==> config.mk <==
export PLATFORM = sky130hd
export DESIGN_NAME = uart_tx_path
export DESIGN_NICKNAME = d
export VERILOG_FILES = /design/src/rtl/uart_tx_pkg.sv /design/src/rtl/uart_tx_fifo.sv /design/src/rtl/uart_tx_hold.sv /design/src/rtl/uart_tx_shifter.sv /design/src/rtl/uart_tx_irq.sv /design/src/rtl/uart_tx_path.sv
export SDC_FILE = /design/constraint.sdc
export NUM_CORES = 1
export LEC_CHECK = 0
export CAP_MARGIN = 25
export CORE_ASPECT_RATIO = 0.75
export CORE_MARGIN = 2
export CORE_UTILIZATION = 35
export CTS_CLUSTER_SIZE = 20
export DETAILED_ROUTE_END_ITERATION = 16
export DONT_BUFFER_PORTS = 1
export MAX_ROUTING_LAYER = met4
export SYNTH_ARGS = -nofsm -noshare
export SYNTH_HDL_FRONTEND = slang
export SYNTH_SLANG_ARGS = --single-unit
==> constraint.sdc <==
create_clock -name clk -period 4.4 [get_ports clk]
set_input_delay 0.44 -clock clk [delete_from_list [all_inputs] [get_ports clk]]
set_output_delay 0.44 -clock clk [all_outputs]
set_load 0.01 [all_outputs]
==> src/rtl/uart_tx_pkg.sv <==
package uart_tx_pkg;

    localparam int DW = 8;

    typedef enum logic [1:0] {
        SH_IDLE = 2'd0,
        SH_BITS = 2'd1,
        SH_STOP = 2'd2
    } sh_state_e;

    typedef enum logic [1:0] {
        PAR_ODD  = 2'd0,
        PAR_EVEN = 2'd1,
        PAR_ONE  = 2'd2,
        PAR_ZERO = 2'd3
    } par_kind_e;

    typedef struct packed {
        logic [1:0] wlen;
        logic       par_en;
        par_kind_e  par_kind;
        logic       stop2;
    } line_cfg_t;

    function automatic logic [3:0] word_bits(input logic [1:0] wlen);
        return 4'd5 + {2'b00, wlen};
    endfunction

    function automatic logic par_bit(input logic [DW-1:0] d, input logic [1:0] wlen,
                                     input par_kind_e kind);
        logic [DW-1:0] mask;
        logic          ones;
        mask = 8'hFF >> (2'd3 - wlen);
        ones = ^(d & mask);
        case (kind)
            PAR_ODD:  return ~ones;
            PAR_EVEN: return ones;
            PAR_ONE:  return 1'b1;
            default:  return 1'b0;
        endcase
    endfunction

    function automatic logic [4:0] trig_level(input logic [1:0] sel);
        case (sel)
            2'd0:    return 5'd1;
            2'd1:    return 5'd4;
            2'd2:    return 5'd8;
            default: return 5'd14;
        endcase
    endfunction

endpackage

==> src/rtl/uart_tx_fifo.sv <==
module uart_tx_fifo #(
    parameter int DEPTH = 16,
    parameter int W     = 8
) (
    input  logic          clk,
    input  logic          rst,
    input  logic          wr,
    input  logic [W-1:0]  wdata,
    input  logic          rd,
    output logic [W-1:0]  rdata,
    output logic          empty,
    output logic          full,
    output logic [$clog2(DEPTH+1)-1:0] count
);
    localparam int AW = $clog2(DEPTH);
    localparam int CW = $clog2(DEPTH + 1);

    logic [W-1:0]  mem [DEPTH];
    logic [AW-1:0] wp, rp;
    logic [CW-1:0] cnt;
    logic          push, pop;

    assign full  = (cnt == CW'(DEPTH));
    assign empty = (cnt == '0);
    assign push  = wr && !full;
    assign pop   = rd && !empty;
    assign rdata = mem[rp];
    assign count = cnt;

    function automatic logic [AW-1:0] bump(input logic [AW-1:0] p);
        return (p == AW'(DEPTH - 1)) ? '0 : p + 1'b1;
    endfunction

    always_ff @(posedge clk) begin
        if (push) mem[wp] <= wdata;
    end

    always_ff @(posedge clk) begin
        if (rst) begin
            wp  <= '0;
            rp  <= '0;
            cnt <= '0;
        end else begin
            if (push) wp <= bump(wp);
            if (pop)  rp <= bump(rp);
            case ({push, pop})
                2'b10:   cnt <= cnt + 1'b1;
                2'b01:   cnt <= cnt - 1'b1;
                default: cnt <= cnt;
            endcase
        end
    end

    // a write into a full queue with no read leaves the level unchanged
    a_r6_no_overflow: assert property (@(posedge clk) disable iff (rst)
        (wr && full && !rd) |=> $stable(cnt));

endmodule

==> src/rtl/uart_tx_hold.sv <==
module uart_tx_hold #(
    parameter int W = 8
) (
    input  logic         clk,
    input  logic         rst,
    input  logic         wr,
    input  logic [W-1:0] wdata,
    input  logic         rd,
    output logic [W-1:0] rdata,
    output logic         valid
);
    always_ff @(posedge clk) begin
        if (rst) begin
            valid <= 1'b0;
            rdata <= '0;
        end else if (wr) begin
            valid <= 1'b1;
            rdata <= wdata;
        end else if (rd) begin
            valid <= 1'b0;
        end
    end
endmodule

==> src/rtl/uart_tx_shifter.sv <==
module uart_tx_shifter
    import uart_tx_pkg::*;
#(
    parameter int OS = 16
) (
    input  logic          clk,
    input  logic          rst,
    input  logic          tick,
    input  line_cfg_t     cfg,
    input  logic          avail,
    input  logic [DW-1:0] din,
    output logic          take,
    output logic          idle,
    output logic          line
);
    localparam int FW = DW + 2;
    localparam int TW = $clog2(2 * OS + 1);
    localparam int BW = $clog2(FW + 1);
    localparam logic [TW-1:0] ST1  = TW'(OS);
    localparam logic [TW-1:0] ST15 = TW'(OS + OS / 2);
    localparam logic [TW-1:0] ST2  = TW'(2 * OS);

    sh_state_e     state;
    logic [FW-1:0] sh, fr;
    logic [TW-1:0] tcnt, stop_len;
    logic [BW-1:0] left;
    logic [3:0]    wb, nb;

    always_comb begin
        wb = word_bits(cfg.wlen);
        fr = '1;
        fr[0] = 1'b0;
        for (int i = 0; i < DW; i++) begin
            if (4'(i) < wb) fr[i+1] = din[i];
        end
        if (cfg.par_en) fr[int'(wb) + 1] = par_bit(din, cfg.wlen, cfg.par_kind);
        nb = wb + {3'b000, cfg.par_en} + 4'd1;
    end

    assign idle = (state == SH_IDLE);
    assign take = idle && avail;
    assign line = (state == SH_BITS) ? sh[0] : 1'b1;

    always_ff @(posedge clk) begin
        if (rst) begin
            state    <= SH_IDLE;
            sh       <= '1;
            tcnt     <= '0;
            left     <= '0;
            stop_len <= ST1;
        end else begin
            case (state)
                SH_IDLE: begin
                    if (avail) begin
                        sh       <= fr;
                        left     <= BW'(nb);
                        tcnt     <= '0;
                        stop_len <= cfg.stop2 ? ((cfg.wlen == 2'd0) ? ST15 : ST2) : ST1;
                        state    <= SH_BITS;
                    end
                end
                SH_BITS: begin
                    if (tick) begin
                        if (tcnt == TW'(OS - 1)) begin
                            tcnt <= '0;
                            sh   <= {1'b1, sh[FW-1:1]};
                            if (left == BW'(1)) state <= SH_STOP;
                            else                left  <= left - 1'b1;
                        end else begin
                            tcnt <= tcnt + 1'b1;
                        end
                    end
                end
                SH_STOP: begin
                    if (tick) begin
                        if (tcnt == stop_len - 1'b1) begin
                            tcnt  <= '0;
                            state <= SH_IDLE;
                        end else begin
                            tcnt <= tcnt + 1'b1;
                        end
                    end
                end
                default: state <= SH_IDLE;
            endcase
        end
    end

    // without a tick, a bit on the line never changes
    a_r2_bit_holds: assert property (@(posedge clk) disable iff (rst)
        (state == SH_BITS && !tick) |=> (state == SH_BITS && $stable(line)));

    // the stop period only ends on a tick
    a_r4_stop_waits: assert property (@(posedge clk) disable iff (rst)
        (state == SH_STOP && !tick) |=> (state == SH_STOP));

endmodule

==> src/rtl/uart_tx_irq.sv <==
module uart_tx_irq
    import uart_tx_pkg::*;
#(
    parameter int CW = 5
) (
    input  logic          clk,
    input  logic          rst,
    input  logic          fifo_mode,
    input  logic          wr,
    input  logic [CW-1:0] count,
    input  logic          hold_empty,
    input  logic [1:0]    trig_sel,
    output logic          pend
);
    logic [CW-1:0] cnt_d, lvl;
    logic          he_d, fire;

    assign lvl  = CW'(trig_level(trig_sel));
    assign fire = fifo_mode ? ((cnt_d >= lvl) && (count < lvl))
                            : (hold_empty && !he_d);

    always_ff @(posedge clk) begin
        if (rst) begin
            cnt_d <= '0;
            he_d  <= 1'b1;
            pend  <= 1'b0;
        end else begin
            cnt_d <= count;
            he_d  <= hold_empty;
            if (wr)        pend <= 1'b0;
            else if (fire) pend <= 1'b1;
        end
    end

    // a host write always leaves the request cleared
    a_r11_write_clears: assert property (@(posedge clk) disable iff (rst)
        wr |=> !pend);

endmodule

==> src/rtl/uart_tx_path.sv <==
module uart_tx_path
    import uart_tx_pkg::*;
#(
    parameter int DEPTH = 16,
    parameter int OS    = 16
) (
    input  logic          clk,
    input  logic          rst,
    input  logic          tick16,
    input  logic          wr_en,
    input  logic [DW-1:0] wr_data,
    input  logic          fifo_en,
    input  logic [1:0]    word_len,
    input  logic          par_en,
    input  logic [1:0]    par_kind,
    input  logic          stop2,
    input  logic          brk,
    input  logic [1:0]    trig_sel,
    input  logic          irq_en,
    output logic          txd,
    output logic          hold_empty,
    output logic          tx_empty,
    output logic          irq
);
    localparam int CW = $clog2(DEPTH + 1);

    line_cfg_t     cfg;
    logic [DW-1:0] f_data, h_data, s_data;
    logic          f_empty, f_full, h_valid;
    logic [CW-1:0] f_count;
    logic          take, s_idle, s_line, avail, pend;

    assign cfg = '{wlen: word_len, par_en: par_en,
                   par_kind: par_kind_e'(par_kind), stop2: stop2};

    uart_tx_fifo #(.DEPTH(DEPTH), .W(DW)) u_fifo (
        .clk(clk), .rst(rst),
        .wr(wr_en && fifo_en), .wdata(wr_data),
        .rd(take && fifo_en), .rdata(f_data),
        .empty(f_empty), .full(f_full), .count(f_count)
    );

    uart_tx_hold #(.W(DW)) u_hold (
        .clk(clk), .rst(rst),
        .wr(wr_en && !fifo_en), .wdata(wr_data),
        .rd(take && !fifo_en), .rdata(h_data), .valid(h_valid)
    );

    assign avail      = fifo_en ? !f_empty : h_valid;
    assign s_data     = fifo_en ? f_data : h_data;
    assign hold_empty = fifo_en ? f_empty : !h_valid;

    uart_tx_shifter #(.OS(OS)) u_shift (
        .clk(clk), .rst(rst), .tick(tick16), .cfg(cfg),
        .avail(avail), .din(s_data), .take(take),
        .idle(s_idle), .line(s_line)
    );

    uart_tx_irq #(.CW(CW)) u_irq (
        .clk(clk), .rst(rst), .fifo_mode(fifo_en), .wr(wr_en),
        .count(f_count), .hold_empty(hold_empty),
        .trig_sel(trig_sel), .pend(pend)
    );

    assign tx_empty = hold_empty && s_idle;
    assign txd      = brk ? 1'b0 : s_line;
    assign irq      = pend && irq_en;

    // a write always makes the path busy on the next cycle
    a_r9_write_busy: assert property (@(posedge clk) disable iff (rst)
        wr_en |=> !tx_empty);

    // a full queue keeps the holding storage reported as occupied
    a_r6_full_not_empty: assert property (@(posedge clk) disable iff (rst)
        (fifo_en && f_full) |-> !hold_empty);

endmodule

-- After elaboration in Yosys (flattened, before gate mapping)
Memories as Yosys holds them, arrays and structs flattened. A register that Yosys moved wholly into a read port is not among the register bits.
Cells that the tools add are included.
- bits in registers: 57
- RAM bits: 128
- bits of input ports: 23
- output and inout bits: 4
- logic and storage cells: 149
- memories kept: 1
- $add $sub $neg: 12
- order comparisons: 12
- equal/unequal tests: 21
- shift operators: 1
- muxes and demuxes: 54
- bitwise logic cells: 2
- reductions and logical operators: 33
- memory list (name ; depth ; bits a word ; read ports ; clocked after Yosys merged registers in ; wr ports ; RTL line ; RTL):
    u_fifo.mem ; 16 ; 8 ; 1 ; 1 ; 1 ; uart_tx_fifo.sv:18 ; logic [W-1:0] mem [DEPTH];
- operator list (cell ; count):
    2-to-1 mux 6 bit ; 7
    2-to-1 mux 10 bit ; 4
    greater-or-equal comparator 32 x 1 -> 1 bit, second input constant ; 1
    less-than comparator 32 x 6 -> 1 bit, second input constant ; 1
    2-to-1 mux 4 bit ; 8
    one-hot mux 10 bit (2 select lines) ; 1
    2-to-1 mux 1 bit ; 19
    one-hot mux 6 bit (3 select lines) ; 1
    less-than comparator 3 x 4 -> 1 bit, first input constant ; 4
    adder 4 x 1 -> 4 bit, second input constant ; 3
    logical AND 1 bit ; 12
    2-to-1 mux 2 bit ; 6
    one-hot mux 4 bit (3 select lines) ; 1
    bitwise mux 10 bit ; 1
    inequality test 2 bit, second input constant ; 5
    one-hot mux 5 bit (2 select lines) ; 1
    bitwise AND 8 bit ; 1
    equality test 2 x 1 -> 1 bit, second input constant ; 4
    equality test 2 bit, second input constant ; 4
    equality test 4 bit, second input constant ; 2
    logical NOT 2 bit ; 4
    less-than comparator 1 x 4 -> 1 bit, first input constant ; 2
    less-than comparator 2 x 4 -> 1 bit, first input constant ; 2
    2-to-1 mux 8 bit ; 1
    32 further kinds ; 40

-- Logic depth before layout (Yosys ltp)
Gate-level depths: netlist of the first run.
- depth in word-level cells: 11
- depth in mapped cells: 14
- gate-level depth less buffers: 13

-- Modules after synthesis
A second synthesis of the first run with hierarchy kept.
- cell total of the unflattened synthesis: 610
- area total of the unflattened synthesis: 8610.8 µm²
- modules (own cells, without submodules) (module ; times used ; cells an instance ; area each (µm²) ; seq. area each (µm²)):
    uart_tx_fifo ; 1 ; 296 ; 5855.6 ; 4184.0
    uart_tx_shifter ; 1 ; 224 ; 1859.3 ; 500.5
    uart_tx_irq ; 1 ; 40 ; 377.9 ; 140.1
    uart_tx_hold ; 1 ; 30 ; 321.6 ; 180.2
    uart_tx_path ; 1 ; 20 ; 196.4 ; 0.0

-- Worst setup path after synthesis of the first run
OpenSTA, ideal clock, no wires.
- path type: register to register
- start: reg with a tool-made name
- end: reg u_shift.sh[3]
- library setup time: 96 ps
- arrival: 3152 ps
- required time: 4304 ps
- path slack: 1152 ps
- stages on the path, launching flop included: 14
- path buffers: 4
- clock period less this slack: 3248 ps
- cells stage by stage: dfxtp_1 > clkbuf_1 > buf_2 > clkbuf_1 > mux4_2 > a22oi_1 > a31oi_1 > o21ai_0 > xor2_1 > xnor3_2 > o21a_1 > or2_1 > buf_2 > o41ai_2
- RTL lines (element ; RTL line ; RTL):
    to (signal assigned) ; uart_tx_shifter.sv:55 ; sh <= fr;
    to (signal assigned) ; uart_tx_shifter.sv:66 ; sh <= {1'b1, sh[FW-1:1]};
    to (decl) ; uart_tx_shifter.sv:24 ; logic [FW-1:0] sh, fr;

==> results.py, run 1 <==
metrics = {
    "global_route": {
        "grt_use_met1_pct": 23.8,
        "use_met3_pct": 3.61,
        "grt_usage_pct": 15.6,
        "antenna_found_initial": 0,
        "grt_max_degree": 57,
        "top_usage_layer": "met1",
        "grt_use_met2_pct": 20.4,
        "grt_pass1_vias": 5047,
        "grt_pass1_wl_mm": 29.2,
        "overflow": 0,
    },
    "pwr": {
        "p_leak_nw": 3.23,
        "power_density_mw_per_mm2": 493,
        "total_power_mw": 4.70,
        "ir_drop_uv": 258,
    },
    "critical_path": {
        "cp_slowest_cell": "dfxtp_2",
        "crit_family": "XOR/XNOR gates",
        "path_cells": "buf_4 -> mux2i_1 -> mux4_2 -> xor2_1 -> o221ai_2 -> xnor3_1 -> xnor3_2 -> o21a_1 -> or2_1 -> o41ai_2",
        "critical_path_arrival_ns": 4.08,
        "slowest_delay_ns": 0.69,
        "r2r_cells": 10,
        "required_ns": 4.73,
        "crit_buf_inv": 1,
        "cp_max_fo": 18,
        "endpoint_kind": "flop",
        "worstReg2RegEnd": "u_shift.sh[7]$_SDFFE_PP1P_",
        "path_class": "reg2reg",
        "critPathLaunchType": "flop",
        "rrSetupSlack_ns": 0.65,
    },
    "synth": {
        "synth_nets": 732,
        "ys_seq_area_share_pct": 58.5,
        "async_flop_share_pct": 0,
        "synthTopCellsByArea": "edfxtp_1, dfxtp_1, mux4_2",
        "synth_warnings": 0,
        "ys_ff_latch": 186,
        "synth.cell_area_mm2": 0.00855,
        "synth-main-ff-cell": "edfxtp_1",
        "yosysMostFrequentCell": "edfxtp_1",
        "synth_top_area_cell": "edfxtp_1",
        "synth_edf_count": 128,
        "synth_common_cells": "edfxtp_1, nor2_1, dfxtp_1",
        "synth.distinct_cells": 58,
        "avgSynthCellArea_um2": 12.7,
        "synth_cells": 673,
        "synth_top_area_share_pct": 45.0,
    },
    "routing": {
        "routed_wl_mm": 18.7,
        "drt-wirelength-per-cell_um": 18.3,
        "drc": 0,
        "vias_per_cell": 5.08,
        "drt_iter0_drc": 561,
        "drtPass1Iterations": 5,
        "vias": 5190,
        "ant_nets": 0,
    },
    "sta": {
        "slew_headroom_pct": 29.5,
        "whs_ns": 0.0716,
        "hold_violations": 0,
        "min_period_over_period_pct": 85.2,
        "worstMarginPinSlew_ns": 1.05,
        "clock_skew_ns": 0.00876,
        "drv_slew": 0,
        "timing.fmax_ghz": 0.267,
        "fin_tns_setup_ns": 0,
        "fin_ws_ns": 0.652,
        "rsz0062_at_grt": "false",
        "setup_viol": 0,
        "finalCriticalPeriod_ns": 3.75,
    },
    "cells_and_area": {
        "design_area_mm2": 0.00952,
        "multi_input_area_mm2": 0.00328,
        "area_growth_pct": 11.4,
        "antenna_cells": 0,
        "finalNonFillerCells": 1022,
        "fin_util_pct": 39.7,
        "register_area_mm2": 0.00501,
        "nFillCells": 2231,
        "fin_nets": 738,
        "drive_gt1_share_pct": 12.9,
    },
    "clock_network": {
        "path_clk_slew_ns": 0.07,
        "cts_setup_buffers": 0,
        "clock-sinks": 186,
        "clockBufferDepth": 2,
        "cts_tree": "yes",
        "hold_buffers": 0,
        "htreeDepth": 4,
        "cts-buffers-inserted": 17,
        "cts_resized": 0,
        "clk_latency_ns": 0.43,
        "clockRootBuffer": "clkbuf_16",
    },
    "placed_design": {
        "place_ws_ns": 0.714,
        "place.port_buffers": 0,
        "placed_area_mm2": 0.00890,
        "place_hpwl_mm": 12.7,
        "routabilityCongestion": 0.846,
        "dp.cells": 982,
    },
    "job": {
        "max-cap-violations": 0,
    },
    "hold_path": {
        "hold_depth": 1,
        "hold_class": "in2reg",
        "min_to": "u_shift.tcnt[5]$_SDFFE_PP0P_",
        "min_from": "rst",
    },
    "floorplan": {
        "core_mm2": 0.0240,
        "initial_core_util_pct": 35.7,
        "die-area_mm2": 0.0257,
        "fp.dieH_um": 139,
        "die_x_um": 184,
        "io_pins": 27,
        "rows": 49,
    },
    "outcome": {
        "status": "completed",
    },
}
## report_power, final
group | switching [mW] | total (mW) | internal (mW)
sequential | 0.113 | 2.09 | 1.98
combinational | 0.661 | 1.18 | 0.521
clock | 0.652 | 1.42 | 0.769
## logic make-up (layout without fill, tap and decap cells)
logic type | count (synthesis) | after routing | synth area share (%)
mux | 63 | 63 | 11.5
simple gates | 191 | 191 | 10.3
compound gates | 109 | 109 | 8.17
flops | 186 | 186 | 58.5
buf+inv | 65 | 83 | 3.32
fa+ha+maj | 36 | 36 | 5.44
xor+xnor | 23 | 23 | 2.69
## final cells by class
class / instances / share of cell area (%)
timing repair buffer: 20 / 1.83
inverter: 32 / 1.26
clock inverter: 13 / 1.09
clock buffer: 18 / 4.51
multi-input combinational: 422 / 34.4
sequential: 186 / 52.6
tap: 331 / 4.35
## worst reg2reg max path, stage by stage (launching register included)
cell and delay, ns:
dfxtp_2 0.69, buf_4 0.29, mux2i_1 0.09, mux4_2 0.49
xor2_1 0.19, o221ai_2 0.15, xnor3_1 0.43, xnor3_2 0.42
o21a_1 0.21, or2_1 0.36, o41ai_2 0.35
## sequential cells by signal, indices dropped and copies added, names as in the netlist, named ones only
register / flops
u_shift.tcnt: 6
u_irq.he_d: 1
u_fifo.count: 5
u_hold.rdata: 8
u_hold.valid: 1
u_shift.left: 4
u_shift.sh: 10
u_shift.state: 2
u_irq.pend: 1
u_fifo.rp: 4
u_fifo.mem: 128
u_fifo.wp: 4
u_shift.stop_len: 3
u_irq.cnt_d: 5
## layer usage
layer  vias up  wire [µm]
li1       2495          -
met1      2560       9780
met2       116       7640
met3        19       1010
met4         0        246
met5         -          0
## cells in the final DEF, fill, tap and decap left out, types with 4 or more instances in the layout
cell,synthesis,final
a2111oi_0,4,4
a21oi_1,45,45
a31oi_1,4,4
and3_1,5,5
buf_4,2,18
clkbuf_16,0,17
clkinv_1,0,4
dfxtp_1,58,57
edfxtp_1,128,128
ha_1,34,34
inv_1,31,31
mux2_2,4,4
mux2i_1,31,31
mux4_2,28,28
nand2_1,54,54
nand2b_1,6,6
nand3_1,8,8
nand4_1,5,5
nor2_1,60,60
nor2b_1,12,12
nor3_1,20,17
nor3b_1,4,4
o21ai_0,18,18
o21ai_1,5,5
o22ai_1,4,4
or3_1,10,10
xnor2_1,9,9
xor2_1,12,12
## how the worst max path moves through the flow
stage / start / end / slack [ns] / cells after the start
finish: flop / u_shift.sh[7]$_SDFFE_PP1P_ / 0.65 / 10
global placement: flop / u_shift.sh[7]$_SDFFE_PP1P_ / 0.74 / 8
CTS: flop / u_shift.sh[7]$_SDFFE_PP1P_ / 0.64 / 8
detailed placement: flop / u_shift.sh[3]$_SDFFE_PP1P_ / 0.71 / 10
floorplan: flop / u_shift.sh[3]$_SDFFE_PP1P_ / 1.15 / 13
global route: flop / u_shift.sh[7]$_SDFFE_PP1P_ / 0.41 / 10
(Power assumes the default switching activity.)
==> run 2: changes to the inputs <==
- CELL_PAD_IN_SITES_DETAIL_PLACEMENT: unset -> 1
- CELL_PAD_IN_SITES_GLOBAL_PLACEMENT: unset -> 2
- PLACE_DENSITY_LB_ADDON: unset -> 0.1
==> run 2 against run 1 <==
Effect of this change:
- count of clock-buffer cells in the layout decreased by 1
- final cell count increased by 0.49%
- critical path depth unchanged
- critical endpoint is now u_shift.sh[3]$_SDFFE_PP1P_
- largest cell class unchanged
==> results.py, run 2 (synthesized netlist as in run 1, its figures left out) <==
metrics = {
    "floorplan": {
        "fp.dieH_um": 139,
        "die_x_um": 184,
        "io_pins": 27,
        "die-area_mm2": 0.0257,
        "rows": 49,
        "initial_core_util_pct": 35.7,
        "core_mm2": 0.0240,
    },
    "routing": {
        "vias_per_cell": 5.15,
        "ant_nets": 0,
        "routed_wl_mm": 21.7,
        "drt-wirelength-per-cell_um": 21.1,
        "vias": 5293,
        "drt_iter0_drc": 315,
        "drc": 0,
        "drtPass1Iterations": 4,
    },
    "global_route": {
        "overflow": 0,
        "grt_max_degree": 57,
        "grt_use_met1_pct": 25.8,
        "grt_pass1_wl_mm": 33.6,
        "antenna_found_initial": 0,
        "top_usage_layer": "met2",
        "use_met3_pct": 4.50,
        "grt_pass1_vias": 5662,
        "grt_usage_pct": 18.3,
        "grt_use_met2_pct": 26.8,
    },
    "placed_design": {
        "place_ws_ns": 0.538,
        "routabilityCongestion": 0.761,
        "placed_area_mm2": 0.00898,
        "place.port_buffers": 0,
        "place_hpwl_mm": 15.1,
    },
    "pwr": {
        "clockPowerShare_pct": 31.9,
        "p_leak_nw": 3.25,
        "power_frac_seq_pct": 42.8,
        "p_int_mw": 3.36,
        "total_power_mw": 4.90,
        "switching_share_pct": 31.5,
        "ir_drop_uv": 277,
        "switching_power_mw": 1.54,
        "p_comb_share_pct": 25.3,
        "power_density_mw_per_mm2": 511,
    },
    "cells_and_area": {
        "fin_util_pct": 40.0,
        "reg_top3": "u_fifo.mem x128, u_shift.sh x10, u_hold.rdata x8",
        "antenna_cells": 0,
        "area_growth_pct": 12.1,
        "final_common_cell": "edfxtp_1",
        "largest_reg_flops": 128,
        "final_cell_mix": "edfxtp_1, nor2_1, dfxtp_1, nand2_1, a21oi_1",
        "drive_gt1_share_pct": 13.6,
        "design_area_mm2": 0.00958,
        "fin_nets": 742,
        "regMostFlops": "u_fifo.mem",
    },
    "critical_path": {
        "critical_path_arrival_ns": 4.26,
        "critPathLaunchType": "flop",
        "cp_slowest_cell": "dfxtp_2",
        "endpoint_kind": "flop",
        "path_cells": "buf_4 -> mux4_2 -> mux2i_1 -> a211o_1 -> a211oi_2 -> xnor3_1 -> xnor3_2 -> o21a_1 -> or2_1 -> o41ai_2",
        "slowest_delay_ns": 0.75,
        "crit_buf_inv": 1,
        "cp_max_fo": 21,
        "path_class": "reg2reg",
        "crit_family": "compound AO/OA/AOI/OAI gates",
        "required_ns": 4.74,
    },
    "clock_network": {
        "clockRootBuffer": "clkbuf_16",
        "cts_resized": 0,
        "cts_tree": "yes",
        "clockBufferDepth": 2,
        "hold_buffers": 0,
        "clock-sinks": 186,
        "htreeDepth": 4,
        "cts_setup_buffers": 0,
        "clk_latency_ns": 0.44,
        "path_clk_slew_ns": 0.07,
        "cts-buffers-inserted": 17,
    },
    "sta": {
        "clock_skew_ns": 0.00800,
        "hold_violations": 0,
        "finalCriticalPeriod_ns": 3.92,
        "slew_headroom_pct": 33.8,
        "fin_tns_setup_ns": 0,
        "min_period_over_period_pct": 89.1,
        "timing.fmax_ghz": 0.255,
        "rsz0062_at_grt": "false",
        "setup_viol": 0,
        "worstMarginPinSlew_ns": 0.989,
        "fin_ws_ns": 0.481,
        "drv_slew": 0,
    },
    "job": {
        "max-cap-violations": 0,
    },
    "outcome": {
        "status": "completed",
    },
    "hold_path": {
        "hold_class": "in2reg",
        "min_from": "rst",
    },
}
==> run 2: changes by cell type in the layout (fill, tap and decap cells not counted), sizes merged <==
cell	before	now
clkinv	8	4
buf	20	24
bufinv	1	2
inv	33	37
clkinvlp	3	4
clkbuf	18	17
==> run 2: power groups by stage <==
stage | combinational [mW] | sequential [mW] | clock (mW)
detailed placement | 1.25 | 2.14 | 0
floorplan | 1.00 | 2.07 | 0
finish | 1.24 | 2.10 | 1.56
global route | 1.40 | 2.12 | 1.67
global placement | 1.22 | 2.13 | 0
CTS | 1.26 | 2.10 | 1.62
==> run 2: worst paths after layout <==
path,to,cells past startpoint,slack [ns]
hold reg to reg,u_hold.rdata[5]$_SDFFE_PP0P_,2,0.46
setup reg to reg,u_shift.sh[3]$_SDFFE_PP1P_,10,0.48
setup / recovery,u_shift.sh[3]$_SDFFE_PP1P_,10,0.48
hold / removal,u_shift.tcnt[4]$_SDFFE_PP0P_,1,0.06
==> run 2: metrics by stage <==
| step | hold slack (ns) | std cells |
|---|---|---|
| final | 0.0646 | 1027 |
| after global routing | 0.0302 | 1027 |
| after CTS | 0.0299 | 1026 |
| after detailed placement | 0.449 | 994 |
| after global placement | 0.447 | 990 |
| after floorplan | 0.432 | 673 |
==> run 2: cell type report <==
cell class              instances  area [µm²]
inverters                      32         120
clock buffers                  17         425
fillers                      2523       14400
multi-input cells             422        3260
flip-flops and latches        186        5010
clock inverters                15         166
repair buffers                 24         188
well taps                     331         414
==> run 2: routing by layer <==
layer  routed length (µm)  up-vias
met1                10600     2692
met4                  231        0
li1                     -     2498
met5                    0        -
met3                 1160       16
met2                 9720       87
==> run 3: changes to the inputs <==
- GPL_TIMING_DRIVEN: unset -> 0
==> run 3 against run 2 <==
Effect of this change:
- clock skew up 0.0099 ns
- critical path depth is 2 higher
- via count grew 2.9%
- critical path type unchanged
- largest cell class unchanged
==> results.py, run 3 (synthesized netlist as in run 1, its figures left out) <==
metrics = {
    "global_route": {
        "grt_pass1_wl_mm": 35.3,
        "grt_max_degree": 18,
        "grt_pass1_vias": 5700,
        "antenna_found_initial": 0,
        "overflow": 0,
        "grt_usage_pct": 19.3,
    },
    "cells_and_area": {
        "area_growth_pct": 13.5,
        "reg_top3": "u_fifo.mem x128, u_shift.sh x10, u_hold.rdata x8",
        "fin_nets": 765,
        "regMostFlops": "u_fifo.mem",
        "largest_reg_flops": 128,
        "antenna_cells": 0,
        "final_cell_mix": "edfxtp_1, nor2_1, dfxtp_1, nand2_1, a21oi_1",
        "final_common_cell": "edfxtp_1",
        "drive_gt1_share_pct": 13.6,
    },
    "critical_path": {
        "slowest_delay_ns": 0.53,
        "cp_slowest_cell": "buf_2",
        "required_ns": 4.73,
        "path_cells": "clkbuf_1 -> buf_2 -> mux4_2 -> a22oi_1 -> a31oi_1 -> o21ai_0 -> xor2_1 -> xnor3_2 -> o21a_1 -> or2_1 -> buf_2 -> o41ai_2",
        "endpoint_kind": "flop",
        "critPathLaunchType": "flop",
        "crit_top_cell": "buf_2",
        "cp_max_fo": 19,
        "path_class": "reg2reg",
        "critical_path_arrival_ns": 4.27,
    },
    "clock_network": {
        "cts-buffers-inserted": 17,
        "cts_tree": "yes",
        "path_clk_slew_ns": 0.08,
        "cts_resized": 0,
        "clockBufferDepth": 2,
        "clock-sinks": 186,
        "cts_setup_buffers": 0,
        "htreeDepth": 4,
        "hold_buffers": 0,
        "clockRootBuffer": "clkbuf_16",
        "clk_latency_ns": 0.45,
    },
    "placed_design": {
        "place_ws_ns": 0.0974,
        "place_hpwl_mm": 16.5,
        "place.port_buffers": 0,
        "routabilityCongestion": 0.801,
    },
    "sta": {
        "slew_headroom_pct": 32.2,
        "drv_slew": 0,
        "fin_tns_setup_ns": 0,
        "fin_ws_ns": 0.464,
        "finalCriticalPeriod_ns": 3.94,
        "hold_violations": 0,
        "setup_viol": 0,
        "worstMarginPinSlew_ns": 1.01,
        "timing.fmax_ghz": 0.254,
        "rsz0062_at_grt": "false",
        "min_period_over_period_pct": 89.5,
        "whs_ns": 0.0579,
        "clock_skew_ns": 0.0179,
    },
    "routing": {
        "drc": 0,
        "vias_per_cell": 5.19,
        "ant_nets": 0,
        "drt-wirelength-per-cell_um": 21.6,
        "vias": 5447,
        "drtPass1Iterations": 4,
        "routed_wl_mm": 22.7,
        "drt_iter0_drc": 348,
    },
    "pwr": {
        "clockPowerShare_pct": 30.6,
        "total_power_mw": 4.94,
        "p_comb_share_pct": 27.6,
        "p_leak_nw": 3.32,
        "switching_power_mw": 1.64,
        "p_int_mw": 3.31,
        "power_frac_seq_pct": 41.7,
        "switching_share_pct": 33.1,
        "power_density_mw_per_mm2": 509,
        "ir_drop_uv": 260,
    },
    "floorplan": {
        "die_x_um": 184,
        "core_mm2": 0.0240,
        "rows": 49,
        "initial_core_util_pct": 35.7,
        "fp.dieH_um": 139,
        "die-area_mm2": 0.0257,
        "io_pins": 27,
    },
    "outcome": {
        "status": "completed",
    },
    "hold_path": {
        "hold_class": "in2reg",
    },
    "job": {
        "max-cap-violations": 0,
    },
}
==> run 3: cell types whose count changed in the layout (fill, tap and decap cells not counted), sizes merged <==
| cell | delta |
|---|---|
| clkbuf | +18 |
| buf | +5 |
| clkinv | +3 |
| clkinvlp | -3 |
| bufinv | -1 |
| inv | +1 |
==> run 3: power by group through the flow <==
| stage | logic, mW | registers (mW) | clock network (mW) |
|---|---|---|---|
| 2_1_floorplan | 1.00 | 2.07 | 0 |
| 3_3_place_gp | 1.32 | 2.10 | 0 |
| 3_5_place_dp | 1.37 | 2.10 | 0 |
| 4_1_cts | 1.38 | 2.06 | 1.56 |
| 5_1_grt | 1.52 | 2.08 | 1.62 |
| 6_report | 1.37 | 2.06 | 1.52 |
==> run 3: metrics by stage <==
step | instance area, µm² | util, % | cells
floorplan | 8550 | - | 673
global placement | 8960 | 37.4 | 1004
detailed placement | 9110 | 38.0 | 1015
CTS | 9670 | 40.4 | 1047
global route | 9700 | 40.5 | 1050
finish | 9700 | 40.5 | 1050
==> run 3: final timing paths <==
path | from | end | slack (ns) | cells after the start
worst min-delay path | wr_en | u_irq.pend$_SDFFE_PP0P_ | 0.06 | 1
worst min register to register | u_hold.rdata[6]$_SDFFE_PP0P_ | u_hold.rdata[6]$_SDFFE_PP0P_ | 0.46 | 2
worst max register to register | flop | u_shift.sh[7]$_SDFFE_PP1P_ | 0.46 | 12
worst max-delay path | flop | u_shift.sh[7]$_SDFFE_PP1P_ | 0.46 | 12
==> run 3: final cells by class <==
class | count | area (µm²)
fill | 2510 | 14300
sequential | 186 | 5000
multi-input combinational | 422 | 3280
clock buffer | 17 | 425
tap | 331 | 414
buffer | 32 | 160
timing repair buffer | 15 | 158
clock inverter | 15 | 141
inverter | 32 | 120
==> run 3: layer usage <==
metal | wire [µm] | global-route usage (%) | part of all wire (%) | up-vias
li1 | - | - | - | 2561
met1 | 11800 | 28.5 | 52 | 2801
met2 | 10000 | 27.6 | 44 | 72
met3 | 705 | 3.61 | 3.1 | 13
met4 | 150 | 4.29 | 0.66 | 0
met5 | 0 | - | 0 | -
==> run 3: critical path: cells and delay by family (launching register included) <==
| kind | cells | cell delay [ns] |
|---|---|---|
| xor gates and xnor gates | 2 | 0.54 |
| DFF | 1 | 0.31 |
| AOI/OAI and AO/OA | 5 | 1.24 |
| muxes | 1 | 0.39 |
| and+or+nand+nor | 1 | 0.23 |
| buffers and inverters | 3 | 1.09 |
